--- config.mk ---
export PLATFORM = sky130hd
export DESIGN_NAME = cr_timer
export DESIGN_NICKNAME = d
export VERILOG_FILES = /design/src/rtl/cr_timer_pkg.sv /design/src/rtl/cr_pin_sync.sv /design/src/rtl/cr_prescaler.sv /design/src/rtl/cr_core.sv /design/src/rtl/cr_timer.sv
export SDC_FILE = /design/constraint.sdc
export NUM_CORES = 1
export LEC_CHECK = 0
export CORE_ASPECT_RATIO = 0.8
export CORE_MARGIN = 5
export CORE_UTILIZATION = 61
export CTS_BUF_LIST = sky130_fd_sc_hd__clkbuf_16
export CTS_CLUSTER_SIZE = 12
export DETAILED_ROUTE_END_ITERATION = 8
export HOLD_SLACK_MARGIN = 0.06
export PLACE_DENSITY = 0.91
export SETUP_SLACK_MARGIN = 0.2
export SYNTH_ARGS = -nofsm -noshare
export SYNTH_HDL_FRONTEND = slang
export SYNTH_SLANG_ARGS = --single-unit
export TNS_END_PERCENT = 100
--- constraint.sdc ---
create_clock -name clk -period 7.3 [get_ports clk]
set_clock_uncertainty 0.1 [all_clocks]
set_input_delay 1.095 -clock clk [delete_from_list [all_inputs] [get_ports clk]]
set_output_delay 1.095 -clock clk [all_outputs]
set_load 0.05 [all_outputs]
--- src/rtl/cr_timer_pkg.sv ---
package cr_timer_pkg;

    localparam int ADDR_W = 2;

    localparam logic [ADDR_W-1:0] A_CTRL = 2'd0;
    localparam logic [ADDR_W-1:0] A_MODE = 2'd1;
    localparam logic [ADDR_W-1:0] A_CNT  = 2'd2;
    localparam logic [ADDR_W-1:0] A_CAP  = 2'd3;

    // Control register; the last field is bit 0.
    typedef struct packed {
        logic trig_flag;
        logic ovf_flag;
        logic tx_sel;
        logic rx_sel;
        logic trig_en;
        logic cap_mode;
        logic ext_src;
        logic run;
    } ctrl_t;

    localparam int CTRL_W = $bits(ctrl_t);

endpackage

--- src/rtl/cr_pin_sync.sv ---
module cr_pin_sync (
    input  logic clk,
    input  logic rst,
    input  logic pin,
    output logic level,
    output logic fall
);
    logic s1, s2, prev;

    always_ff @(posedge clk) begin
        if (rst) begin
            s1   <= 1'b0;
            s2   <= 1'b0;
            prev <= 1'b0;
        end else begin
            s1   <= pin;
            s2   <= s1;
            prev <= s2;
        end
    end

    assign level = s2;
    assign fall  = prev & ~s2;
endmodule

--- src/rtl/cr_prescaler.sv ---
module cr_prescaler #(
    parameter int DIV = 12
) (
    input  logic clk,
    input  logic rst,
    input  logic en,
    output logic tick
);
    localparam int PW = (DIV > 1) ? $clog2(DIV) : 1;
    localparam logic [PW-1:0] LAST = PW'(DIV - 1);

    logic [PW-1:0] pres;

    assign tick = en && (pres == LAST);

    always_ff @(posedge clk) begin
        if (rst || !en || tick) pres <= '0;
        else                    pres <= pres + 1'b1;
    end
endmodule

--- src/rtl/cr_core.sv ---
module cr_core #(
    parameter int W = 16
) (
    input  logic         clk,
    input  logic         rst,
    input  logic         step,
    input  logic         cap_mode,
    input  logic         trig_en,
    input  logic         baud_sel,
    input  logic         down_en,
    input  logic         dir_level,
    input  logic         trig_fall,
    input  logic         cnt_wr,
    input  logic         cap_wr,
    input  logic [W-1:0] wdata,
    output logic [W-1:0] count,
    output logic [W-1:0] capreg,
    output logic         ovf_evt,
    output logic         trig_evt
);
    localparam logic [W-1:0] ALL_ONES = {W{1'b1}};

    logic         reload_on_ovf, go_up, wrap_up, wrap_dn, trig_act;
    logic [W-1:0] cnt_n, cap_n;

    always_comb begin
        reload_on_ovf = ~cap_mode | baud_sel | down_en;
        trig_act      = trig_fall & trig_en & ~baud_sel & ~down_en;
        go_up         = ~down_en | dir_level;
        wrap_up       = step & go_up & (count == ALL_ONES);
        wrap_dn       = step & ~go_up & (count == capreg);
        ovf_evt       = wrap_up | wrap_dn;
        trig_evt      = trig_act;

        if (cnt_wr)                    cnt_n = wdata;
        else if (trig_act & ~cap_mode) cnt_n = capreg;
        else if (wrap_up)              cnt_n = reload_on_ovf ? capreg : '0;
        else if (wrap_dn)              cnt_n = ALL_ONES;
        else if (step)                 cnt_n = go_up ? count + 1'b1 : count - 1'b1;
        else                           cnt_n = count;

        if (cap_wr)                   cap_n = wdata;
        else if (trig_act & cap_mode) cap_n = count;
        else                          cap_n = capreg;
    end

    always_ff @(posedge clk) begin
        if (rst) begin
            count  <= '0;
            capreg <= '0;
        end else begin
            count  <= cnt_n;
            capreg <= cap_n;
        end
    end
endmodule

--- src/rtl/cr_timer.sv ---
module cr_timer
    import cr_timer_pkg::*;
#(
    parameter int W        = 16,
    parameter int PRESCALE = 12
) (
    input  logic              clk,
    input  logic              rst,
    input  logic [ADDR_W-1:0] reg_addr,
    input  logic              reg_wr,
    input  logic [W-1:0]      reg_wdata,
    output logic [W-1:0]      reg_rdata,
    input  logic              cnt_pin,
    input  logic              trig_pin,
    output logic              ovf_flag,
    output logic              trig_flag,
    output logic              tx_tick,
    output logic              rx_tick
);
    ctrl_t        ctrl_q, ctrl_n;
    logic         down_en_q;
    logic         cnt_lvl, cnt_fall, trig_lvl, trig_fall;
    logic         pres_tick, step, ovf_evt, trig_evt;
    logic [W-1:0] count, capreg;

    cr_pin_sync u_cnt_sync (
        .clk(clk), .rst(rst), .pin(cnt_pin), .level(cnt_lvl), .fall(cnt_fall)
    );

    cr_pin_sync u_trig_sync (
        .clk(clk), .rst(rst), .pin(trig_pin), .level(trig_lvl), .fall(trig_fall)
    );

    cr_prescaler #(.DIV(PRESCALE)) u_pres (
        .clk(clk), .rst(rst), .en(ctrl_q.run & ~ctrl_q.ext_src), .tick(pres_tick)
    );

    assign step = ctrl_q.run & (ctrl_q.ext_src ? cnt_fall : pres_tick);

    cr_core #(.W(W)) u_core (
        .clk       (clk),
        .rst       (rst),
        .step      (step),
        .cap_mode  (ctrl_q.cap_mode),
        .trig_en   (ctrl_q.trig_en),
        .baud_sel  (ctrl_q.rx_sel | ctrl_q.tx_sel),
        .down_en   (down_en_q),
        .dir_level (trig_lvl),
        .trig_fall (trig_fall),
        .cnt_wr    (reg_wr && reg_addr == A_CNT),
        .cap_wr    (reg_wr && reg_addr == A_CAP),
        .wdata     (reg_wdata),
        .count     (count),
        .capreg    (capreg),
        .ovf_evt   (ovf_evt),
        .trig_evt  (trig_evt)
    );

    always_comb begin
        ctrl_n = ctrl_q;
        if (reg_wr && reg_addr == A_CTRL) ctrl_n = ctrl_t'(reg_wdata[CTRL_W-1:0]);
        ctrl_n.ovf_flag  = ctrl_n.ovf_flag  | ovf_evt;
        ctrl_n.trig_flag = ctrl_n.trig_flag | trig_evt;
    end

    always_ff @(posedge clk) begin
        if (rst) begin
            ctrl_q    <= '0;
            down_en_q <= 1'b0;
            tx_tick   <= 1'b0;
            rx_tick   <= 1'b0;
        end else begin
            ctrl_q  <= ctrl_n;
            tx_tick <= ovf_evt & ctrl_q.tx_sel;
            rx_tick <= ovf_evt & ctrl_q.rx_sel;
            if (reg_wr && reg_addr == A_MODE) down_en_q <= reg_wdata[0];
        end
    end

    always_comb begin
        case (reg_addr)
            A_CTRL:  reg_rdata = {{(W-CTRL_W){1'b0}}, ctrl_q};
            A_MODE:  reg_rdata = {{(W-1){1'b0}}, down_en_q};
            A_CNT:   reg_rdata = count;
            default: reg_rdata = capreg;
        endcase
    end

    assign ovf_flag  = ctrl_q.ovf_flag;
    assign trig_flag = ctrl_q.trig_flag;
endmodule

==> flow_summary.toml <==
[finish]
fillCellCount = 423
syn_to_final_growth_pct = 14.6
final_core_util_pct = 71.2
layout.cells.non_filler = 545
insertedDiodeCount = 0
nets = 488
drive_gt1_share_pct = 6.68

[hold_path]
min_path_type = "reg2reg"

[cts]
ctsResizeCount = 0
cts.clk_slew.worst_paths_ns = 0.07
hold_buffers = 0
insertion_delay_ns = 0.30
cts_made_buffers = 5
cts.sinks = 53
cts-root-buf = "clkbuf_16"
post_cts_buffers = 0
cts_max_path_buffers = 2
htreeDepth = 2
cts_tree = "done"

[logic_synthesis]
synth-seq-cells = 53
syn_area_sq_um = 3630
synthCells = 452
avgSynthCellArea_sq_um = 8.04
synthFlopType = "dfxtp_1"
synth.area.top_cells = "dfxtp_1 (29%), mux2i_1 (8.8%), nor2_1 (5.5%)"
yosysWarnings = 0
ys_async_sr_fraction_pct = 0
synthesis.nets = 477
synth.top_cell.area_share_pct = 29.2
synthTopCellsByCount = "dfxtp_1 (53), nor2_1 (53), mux2i_1 (32)"
synth-edff-count = 0
synth_top_area_cell = "dfxtp_1"
synthDistinctLibCells = 56
yosysSeqAreaShare_pct = 29.2

[critical_path]
crit_type = "in2out"
cp_data_required_time_ns = 6.11
cp_slowest_cell = "clkdlybuf4s50_1"
cp.buffers_inverters = 2
crit_fanout = 21
arrival_ns = 3.86
cp_common_cell = "clkdlybuf4s50_1"
cp-end-kind = "output pin"
max_stage_delay_ns = 0.96
path_cells = "clkdlybuf4s50_1, nor2_1, a22o_1, clkdlybuf4s50_1"
crit_path_start_kind = "input port"
cp_top_family = "buffers and inverters"

[placement]
detailedPlacementHpwl_mm = 7.40
place_ws_ns = 2.31
portBuffers = 42
place_inst = 537
gp_congestion = 0.996

[sta]
fin_crit_sh_pct = 69.2
layout_setup_ws_ns = 2.25
timing.final.hold_violations = 0
tightest_slew_ns = 1.28
setup_viol = 0
final.setup.tns_ns = 0
max_freq_mhz = 198
rsz0062_at_grt = "no"
relSlewSlack_pct = 14.6
finalMaxSlewViolations = 0
finalCriticalPeriod_ns = 5.05

[route]
vias = 3800
post-route-drc-count = 0
drt_iter0_drc = 686
routed_via_density = 6.97
ant_nets = 0
wl_per_cell_um = 20.1
routed_wl_mm = 10.9
drt_first_pass_iters = 7

[outcome]
status = "complete, no violations"

[job]
cap_violations = 0

[power]
p_seq_share_pct = 44.5
switching_power_w = 0.000210
clock_power_share_pct = 38.0
p_total_w = 0.000728
power_frac_comb_pct = 17.5
internal-power_w = 0.000518
ir_drop_mv = 0.181
p_per_area_nw_per_um2 = 175
p_sw_share_pct = 28.8
leakagePower_nw = 1.59

[floorplanning]
core_sq_um = 5850
rows = 25
ios = 43
die_y_um = 79.0
die_area_sq_um = 7610
die_w_um = 96.3
initial_utilization_pct = 62.1

[grt]
grt_pass1_vias = 3573
antenna_found_initial = 0
grt_max_degree = 54
grt_pass1_wl_mm = 17.9
gr-total-overflow = 0
grt.total_usage_pct = 29.6
-- flip-flops by register name, summed over array words and instances, names as in the netlist, 4 cells and up --
signal / count
ctrl_q: 6
u_core.count: 16
u_core.capreg: 16
u_pres.pres: 4
-- per-layer routing --
layer,wire length (um),vias up,track usage [%]
met5,0,-,0
met1,4390,1741,40.1
met2,4750,314,44.4
li1,-,1668,-
met3,1310,77,7.86
met4,492,0,12.2
-- cell usage in the layout, fill, tap and decap left out, types with 5 or more instances in the layout --
cell type and n:
o211ai_1 5, o21ai_0 23, nor2b_1 20, a22o_1 7
a21oi_1 15, dfxtp_1 53, a211oi_1 16, xor2_1 20
nor4_1 9, mux2_2 7, nor2_1 53, clkdlybuf4s50_1 41
nand2_1 29, xnor2_1 13, nand3_1 16, nor3_1 14
clkbuf_16 5, o221ai_1 6, a22oi_1 13, mux2i_1 32
o22ai_1 5
-- layout make-up --
type / count / area [sq um] / share of cell area (%)
inverters: 4 / 15.0 / 0.361
clock buffers: 5 / 125 / 3.00
multi-input cells: 355 / 2390 / 57.3
flip-flops and latches: 53 / 1060 / 25.5
repair buffers: 44 / 430 / 10.3
well taps: 81 / 101 / 2.43
clock inverters: 3 / 43.8 / 1.05
-- power groups by stage --
stage,clock network (W),registers (W),logic (W)
global route,0.000286,0.000325,0.000136
CTS,0.000272,0.000322,0.000124
global placement,0,0.000328,0.000119
finish,0.000277,0.000324,0.000127
floorplan,0,0.000316,0.0000969
detailed placement,0,0.000329,0.000123
-- worst paths after layout --
kind | start | end | slack, ns | cells after the start
worst min-delay path | u_pres.pres[0] | u_pres.pres[0] | 0.35 | 1
worst min register to register | u_pres.pres[0] | u_pres.pres[0] | 0.35 | 1
worst max-delay path | reg_addr[0] | reg_rdata[2] | 2.25 | 4
worst max register to register | down_en_q | u_core.count[14] | 4.11 | 9
-- cells by family after synthesis --
group / count (synthesis) / synth area share, %
AND/OR/NAND/NOR: 172 / 24.6
AO/OA/AOI/OAI: 108 / 20.7
flip-flops: 53 / 29.2
buffers and inverters: 44 / 5.23
multiplexers: 40 / 11.6
XOR/XNOR: 33 / 7.95
adder cells (fa/ha/maj): 2 / 0.688
-- through the flow --
stage	instance area, sq um	hold WS [ns]
floorplan	3630	0.314
global placement	4000	0.325
detailed placement	4000	0.336
CTS	4160	0.352
global route	4160	0.372
finish	4160	0.349
No activity file was read; power rests on OpenSTA's default activity.
